===== src/rtl/fracdiv_pkg.sv =====
// Shared constants and types for the fractional-divide UART transmitter.
// Assumes an oversampling factor that is a power of two.
package fracdiv_pkg;
    localparam int OS_FACTOR = 16;
    localparam int OS_SHIFT  = $clog2(OS_FACTOR);

    typedef enum logic {
        TX_IDLE   = 1'b0,
        TX_ACTIVE = 1'b1
    } tx_state_e;
endpackage


===== src/rtl/fd_len_calc.sv =====
// Bit-length calculator: turns the divider configuration and one correction
// bit into the number of source clocks the current bit lasts.
// Assumes CNT_W is wide enough for OS_FACTOR*max(div_int)+max(div_frac)+1.
module fd_len_calc
    import fracdiv_pkg::*;
#(
    parameter int DIV_W  = 12,
    parameter int FRAC_W = 4,
    parameter int CNT_W  = DIV_W + OS_SHIFT + 1
) (
    input  logic              os_en,
    input  logic [DIV_W-1:0]  div_int,
    input  logic [FRAC_W-1:0] div_frac,
    input  logic              mod_bit,
    output logic [CNT_W-1:0]  bit_len
);
    logic [CNT_W-1:0] base_direct;
    logic [CNT_W-1:0] base_os;

    // Base count for each mode, then the selected base plus the correction.
    always_comb begin
        base_direct = CNT_W'(div_int);
        base_os     = (CNT_W'(div_int) << OS_SHIFT) + CNT_W'(div_frac);
        bit_len     = (os_en ? base_os : base_direct) + CNT_W'(mod_bit);
    end
endmodule


===== src/rtl/fd_mod_sel.sv =====
// Modulation bit selector: picks the correction bit for a frame bit index,
// consuming the pattern from its most significant bit and wrapping after
// MOD_W bits. Assumes MOD_W is a power of two.
module fd_mod_sel #(
    parameter int MOD_W = 8,
    parameter int IDX_W = 4
) (
    input  logic [MOD_W-1:0] mod_pat,
    input  logic [IDX_W-1:0] bit_idx,
    output logic             mod_bit
);
    localparam int POS_W = $clog2(MOD_W);

    logic [MOD_W-1:0] pat_rev;

    // Reverse the pattern so that position 0 is its most significant bit.
    for (genvar g = 0; g < MOD_W; g++) begin : g_rev
        assign pat_rev[g] = mod_pat[MOD_W-1-g];
    end

    // Wrap the frame index onto the pattern width.
    always_comb mod_bit = pat_rev[POS_W'(bit_idx)];
endmodule


===== src/rtl/fd_bit_timer.sv =====
// Bit period timer: loaded with a length in source clocks, it flags the
// last clock of that period. Assumes every loaded length is at least 1.
module fd_bit_timer #(
    parameter int CNT_W = 17
) (
    input  logic             clk,
    input  logic             rst_n,
    input  logic             run,
    input  logic             load,
    input  logic [CNT_W-1:0] len,
    output logic             bit_end
);
    logic [CNT_W-1:0] remain;

    // Count down the clocks left in the current bit.
    always_ff @(posedge clk) begin
        if (!rst_n)
            remain <= '0;
        else if (load)
            remain <= len - CNT_W'(1);
        else if (run && remain != '0)
            remain <= remain - CNT_W'(1);
    end

    assign bit_end = run && (remain == '0);

    // a zero length would make a bit last 2^CNT_W clocks.
    p_len_nonzero_r3 : assert property (@(posedge clk) disable iff (!rst_n)
        load |-> (len != '0));
endmodule


===== src/rtl/fracdiv_uart_tx.sv =====
// Fractional-divide UART transmitter top. Captures configuration and data on
// an accepted start, then sends start, data (LSB first) and stop bits, each
// lasting a base count plus one pattern-selected correction clock.
// Assumes the configured bit length is never zero.
module fracdiv_uart_tx
    import fracdiv_pkg::*;
#(
    parameter int DATA_W = 8,
    parameter int DIV_W  = 12,
    parameter int FRAC_W = 4,
    parameter int MOD_W  = 8
) (
    input  logic              clk,
    input  logic              rst_n,
    input  logic              os_en,
    input  logic [DIV_W-1:0]  div_int,
    input  logic [FRAC_W-1:0] div_frac,
    input  logic [MOD_W-1:0]  mod_pat,
    input  logic [DATA_W-1:0] tx_data,
    input  logic              tx_start,
    output logic              txd,
    output logic              busy
);
    localparam int FRAME_BITS = DATA_W + 2;
    localparam int IDX_W      = $clog2(FRAME_BITS + 1);
    localparam int CNT_W      = DIV_W + OS_SHIFT + 1;
    localparam logic [IDX_W-1:0] LAST_IDX = IDX_W'(FRAME_BITS - 1);

    tx_state_e            state;
    logic [IDX_W-1:0]     bit_idx;
    logic [FRAME_BITS-1:0] shreg;
    logic                 os_q;
    logic [DIV_W-1:0]     div_q;
    logic [FRAC_W-1:0]    frac_q;
    logic [MOD_W-1:0]     pat_q;

    logic                 start_go;
    logic                 last_bit;
    logic                 bit_end;
    logic                 timer_load;
    logic [IDX_W-1:0]     next_idx;
    logic                 sel_os;
    logic [DIV_W-1:0]     sel_div;
    logic [FRAC_W-1:0]    sel_frac;
    logic [MOD_W-1:0]     sel_pat;
    logic                 next_mod;
    logic [CNT_W-1:0]     next_len;

    // Decode acceptance, frame end and the timer reload.
    always_comb begin
        start_go   = (state == TX_IDLE) && tx_start;
        last_bit   = (bit_idx == LAST_IDX);
        timer_load = start_go || (bit_end && !last_bit);
        next_idx   = start_go ? '0 : bit_idx + IDX_W'(1);
    end

    // Use live configuration for the start bit, captured values afterwards.
    always_comb begin
        sel_os   = start_go ? os_en    : os_q;
        sel_div  = start_go ? div_int  : div_q;
        sel_frac = start_go ? div_frac : frac_q;
        sel_pat  = start_go ? mod_pat  : pat_q;
    end

    fd_mod_sel #(
        .MOD_W (MOD_W),
        .IDX_W (IDX_W)
    ) u_mod_sel (
        .mod_pat (sel_pat),
        .bit_idx (next_idx),
        .mod_bit (next_mod)
    );

    fd_len_calc #(
        .DIV_W  (DIV_W),
        .FRAC_W (FRAC_W),
        .CNT_W  (CNT_W)
    ) u_len_calc (
        .os_en    (sel_os),
        .div_int  (sel_div),
        .div_frac (sel_frac),
        .mod_bit  (next_mod),
        .bit_len  (next_len)
    );

    fd_bit_timer #(
        .CNT_W (CNT_W)
    ) u_timer (
        .clk     (clk),
        .rst_n   (rst_n),
        .run     (busy),
        .load    (timer_load),
        .len     (next_len),
        .bit_end (bit_end)
    );

    // Frame sequencer: capture on start, shift out one bit per period.
    always_ff @(posedge clk) begin
        if (!rst_n) begin
            state   <= TX_IDLE;
            bit_idx <= '0;
            shreg   <= '1;
            os_q    <= 1'b0;
            div_q   <= '0;
            frac_q  <= '0;
            pat_q   <= '0;
        end else if (start_go) begin
            state   <= TX_ACTIVE;
            bit_idx <= '0;
            shreg   <= {1'b1, tx_data, 1'b0};
            os_q    <= os_en;
            div_q   <= div_int;
            frac_q  <= div_frac;
            pat_q   <= mod_pat;
        end else if (bit_end) begin
            shreg   <= {1'b1, shreg[FRAME_BITS-1:1]};
            bit_idx <= bit_idx + IDX_W'(1);
            if (last_bit)
                state <= TX_IDLE;
        end
    end

    assign txd  = shreg[0];
    assign busy = (state == TX_ACTIVE);

    // the line rests high whenever no frame is running.
    p_idle_high_r1 : assert property (@(posedge clk) disable iff (!rst_n)
        !busy |-> txd);

    // a frame opens with the line low.
    p_start_low_r9 : assert property (@(posedge clk) disable iff (!rst_n)
        $rose(busy) |-> !txd);

    // the final bit of a frame is high.
    p_stop_high_r2 : assert property (@(posedge clk) disable iff (!rst_n)
        (busy && last_bit) |-> txd);

    // busy ends only out of the stop bit.
    p_busy_end_r7 : assert property (@(posedge clk) disable iff (!rst_n)
        $fell(busy) |-> ($past(bit_idx) == LAST_IDX));

    // the frame index advances by one, never skips.
    p_idx_step_r5 : assert property (@(posedge clk) disable iff (!rst_n)
        (busy && $past(busy) && (bit_idx != $past(bit_idx)))
            |-> (bit_idx == $past(bit_idx) + IDX_W'(1)));

    // captured configuration holds for the whole frame.
    p_cfg_hold_r8 : assert property (@(posedge clk) disable iff (!rst_n)
        (busy && $past(busy)) |->
            ($stable(pat_q) && $stable(div_q) && $stable(frac_q) && $stable(os_q)));
endmodule


===== config.mk =====
export PLATFORM = sky130hd
export DESIGN_NAME = fracdiv_uart_tx
export DESIGN_NICKNAME = d
export VERILOG_FILES = /design/src/rtl/fracdiv_pkg.sv /design/src/rtl/fd_len_calc.sv /design/src/rtl/fd_mod_sel.sv /design/src/rtl/fd_bit_timer.sv /design/src/rtl/fracdiv_uart_tx.sv
export SDC_FILE = /design/constraint.sdc
export NUM_CORES = 1
export LEC_CHECK = 0
export ABC_AREA = 1
export BUFFER_PORTS_ARGS = -buffer_cell sky130_fd_sc_hd__buf_2
export CAP_MARGIN = 25
export CORE_ASPECT_RATIO = 1.5
export CORE_MARGIN = 1
export CORE_UTILIZATION = 40
export CTS_CLUSTER_DIAMETER = 100
export DETAILED_ROUTE_END_ITERATION = 10
export PLACE_DENSITY = 0.55
export SETUP_SLACK_MARGIN = 0.4
export SYNTH_ARGS = -nofsm -noshare
export SYNTH_HDL_FRONTEND = slang
export SYNTH_SLANG_ARGS = --single-unit

===== constraint.sdc =====
create_clock -name clk -period 5.2 [get_ports clk]
set_clock_uncertainty 0.15 [all_clocks]
set_input_delay 0.78 -clock clk [delete_from_list [all_inputs] [get_ports clk]]
set_output_delay 0.78 -clock clk [all_outputs]
set_load 0.005 [all_outputs]

==> metrics.md <==
| Metric | Value |
|---|---|
| Status | `finished, final reports clean` |
| DP Wirelength | `about 7000 µm` |
| Syn_nets | `approximately 600` |
| WHS | `0.312 ns` |
| Residual DRC | `0` |
| IO Port Bufs | `37` |
| F_max | `about 0.28 GHz` |
| H-tree Lvls | `2` |
| Worst-path cell chain | `buf_2 > nand2_2 > o21ai_0 > inv_1 > nor2_1 > o22ai_1 > mux2i_1 > ha_1 > ha_1 > nand3_2 > inv_2 > nand2_1 > inv_2 > nand2_1 > nand2_1 > nand2_1 > nand3_1 > nand2_1 > inv_1` |
| Clock power frac | `about a quarter` |
| Max_slew headroom | `a little over two fifths` |
| Switching part of the total power | `between 40% and 50%` |
| Root buffer selected by CTS | `clkbuf_16` |
| Tightest Hold Check Type | `flop to flop` |
| Synth warn | `0` |
| CTS Hold Buffers Added | `0` |
| Critical Setup Path Class | `input port to flop` |
| Measured slew at the worst slew-check pin | `between 0.8 and 0.9 ns` |
| Post-cts repair resize count | `0` |
| Vias | `around 3.5k` |
| Post-CTS setup buffer count | `0` |
| CP arrival | `about 3.7 ns` |
| Flop2flop setup slack | `around 1.7 ns` |
| Initial antenna violation count | `0` |
| Leak | `approximately 2.0 nW` |
| Die H | `approximately 120 µm` |
| Netlist Area Pre-Place | `3560 µm²` |
| Pre-antenna DRT Iters | `5` |
| Gpl congestion | `between 0.9 and 1` |
| Top-Level Pins | `38` |
| Layout cells sized above 1 | `about 14%` |
| Gr usage total | `around a fifth` |
| Crit-path slowest cell | `nand2_2` |
| Global-route wire length before repair | `around 15000 µm` |
| CP startpoint kind | `input port` |
| Nets@finish | `~640` |
| Count of final max-slew check failures | `0` |
| Later-pin clock latency in the skew report | `roughly 0.3 ns` |
| Die area | `slightly above 9000 µm²` |
| WP data required | `about 5.3 ns` |
| Internal | `just under 0.9 mW` |
| Largest fanout on the critical path | `47` |
| Vias per cell | `about 5.0` |
| DR WL/cell | `between 10 and 15 µm` |
| Setup tns final | `0 ns` |
| Final setup fails | `0` |
| Most frequent CP cell | `nand2_1` |
| Final worst-path cycle share | `68.9%` |
| Critical path buffers and inverters | `5` |
| Num CTS Buffers | `5` |
| Max clock buf depth | `2` |
| RSZ-0062 raised after global routing | `no` |
| Vias in the first global route | `approximately 3.3k` |
| Largest net degree at the start of global routing | `48` |
| Area growth syn-to-layout | `10.1%` |
| PwrDens | `384 nW/µm²` |
| Delay-heaviest family, CP | `simple AND/OR/NAND/NOR gates` |
| Synthesized area per cell | `6.26 µm²` |
| CP Capture Type | `flop` |
| Final core area utilization | `46.0%` |
| Hold Vio Cnt, Final | `0` |
| Final WL | `roughly 9000 µm` |
| Peak supply drop | `roughly 160 µV` |
| Starting Density | `a little over two fifths` |
| Initial drt markers | `approximately 180` |
| Crit path time final | `approximately 3.6 ns` |
| Register share of total power | `between 30 and 40%` |
| Overflow after GRT | `0` |
| Synthesized flop and latch total | `56` |
| Die Span X | `79.0 µm` |
| Max-cap violations | `0` |
| Sequential-to-total area share from yosys stat | `31.5%` |
| Logic pwr share | `approximately two fifths` |
| # clock sinks | `56` |
| Post-route ant nets | `0` |
| Tot Pwr | `about 1.5 mW` |
| TritonCTS clock tree | `built` |
| Switch Pwr | `0.620 mW` |
| Synth Instances | `about 570` |
| Clock-pin slew of the registers on the worst-case setup and hold paths | `about 0.08 ns` |
| Synth unique cells | `38` |
| Slowest stage delay, CP | `approximately 0.54 ns` |
| Std cell rows | `41` |
| ANT cells | `0` |
| CORE AREA | `around 8500 µm²` |
routing by layer:
metal  global-route usage (%)  wire length [µm]
met1                     24.4              3990
met2                     36.4              4600
met3                     2.64               245
met4                     7.84               184
met5                        0                 0
sequential cells by signal (all words and copies together) (netlist names):
name,flops
bit_idx,4
busy,1
div_q,12
frac_q,4
os_q,1
pat_q,8
shreg,9
u_timer.remain,17
cell usage after synthesis, drive strengths merged:
cell type	instances	share of area, %
nand3	52	7.8
nand2	181	20
nor3b	1	0.21
mux2i	4	1.1
nand4	14	2.5
clkbuf	5	0.53
a221oi	1	0.25
dfxtp	56	31
ha	5	1.8
o22ai	4	0.70
inv	74	7.9
o31ai	1	0.21
a31oi	6	1.1
or2	2	0.35
xor2	6	1.5
o211ai	2	0.42
nor3	4	0.56
buf	15	3.1
a21oi	15	2.3
xnor2	6	1.5
clkinv	1	0.14
o2111ai	1	0.25
o21ai	33	5.2
nor2	77	8.9
o21bai	3	0.63
through the flow:
step | cell area, µm² | setup WS [ns] | cells
final | 3920 | 1.62 | 703
after global routing | 3920 | 1.22 | 703
after CTS | 3920 | 1.61 | 703
after detailed placement | 3770 | 1.32 | 695
after global placement | 3760 | 1.35 | 694
after floorplan | 3560 | 1.98 | 569
kinds of logic (layout without fill, tap and decap cells):
kind of cell / Yosys count / after routing / share of synthesized area [%]
multiplexers: 4 / 4 / 1.12
AO/OA/AOI/OAI: 66 / 66 / 11.0
flip-flops: 56 / 56 / 31.5
XOR/XNOR: 12 / 12 / 2.95
AND/OR/NAND/NOR: 331 / 331 / 40.0
buffers and inverters: 95 / 122 / 11.7
adder cells (fa/ha/maj): 5 / 5 / 1.76
power by group through the flow:
| stage | Clock [mW] | Sequential (mW) | Combinational [mW] |
|---|---|---|---|
| after floorplan | 0 | 0.539 | 0.492 |
| after global placement | 0 | 0.553 | 0.606 |
| after detailed placement | 0 | 0.553 | 0.608 |
| after CTS | 0.359 | 0.544 | 0.612 |
| after global routing | 0.377 | 0.554 | 0.696 |
| final | 0.353 | 0.544 | 0.610 |
final timing paths:
path | from | endpoint | cells after the start
min | shreg[7] | shreg[6] | 2
max | tx_start | u_timer.remain[8] | 19
max reg2reg | busy | u_timer.remain[8] | 19
min reg2reg | shreg[7] | shreg[6] | 2
tightest hold or removal path: cells and delay by family (launching register included):
kind	cells	cell delay [ns]
simple gates	2	0.10
flops	1	0.33
layout by cell type, fill, tap and decap left out, types with 3 or more instances in the layout:
cell type	instances
a21oi_1	13
a31oi_1	6
buf_2	37
clkbuf_16	5
dfxtp_1	56
ha_1	5
inv_1	67
inv_2	6
mux2i_1	4
nand2_1	172
nand2_2	9
nand3_1	50
nand4_1	14
nor2_1	70
nor2_2	5
nor3_1	4
o21ai_0	24
o21ai_1	4
o21ai_2	5
o21bai_1	3
o22ai_1	4
xnor2_1	6
xor2_1	6
layout make-up:
type / instances / area, µm²
clock inverters: 3 / 21.3
clock buffers: 5 / 125
flip-flops and latches: 56 / 1120
fillers: 918 / 4600
repair buffers: 39 / 208
well taps: 107 / 134
multi-input cells: 418 / 2020
inverters: 75 / 288
Power figures use the tool's default switching activity.
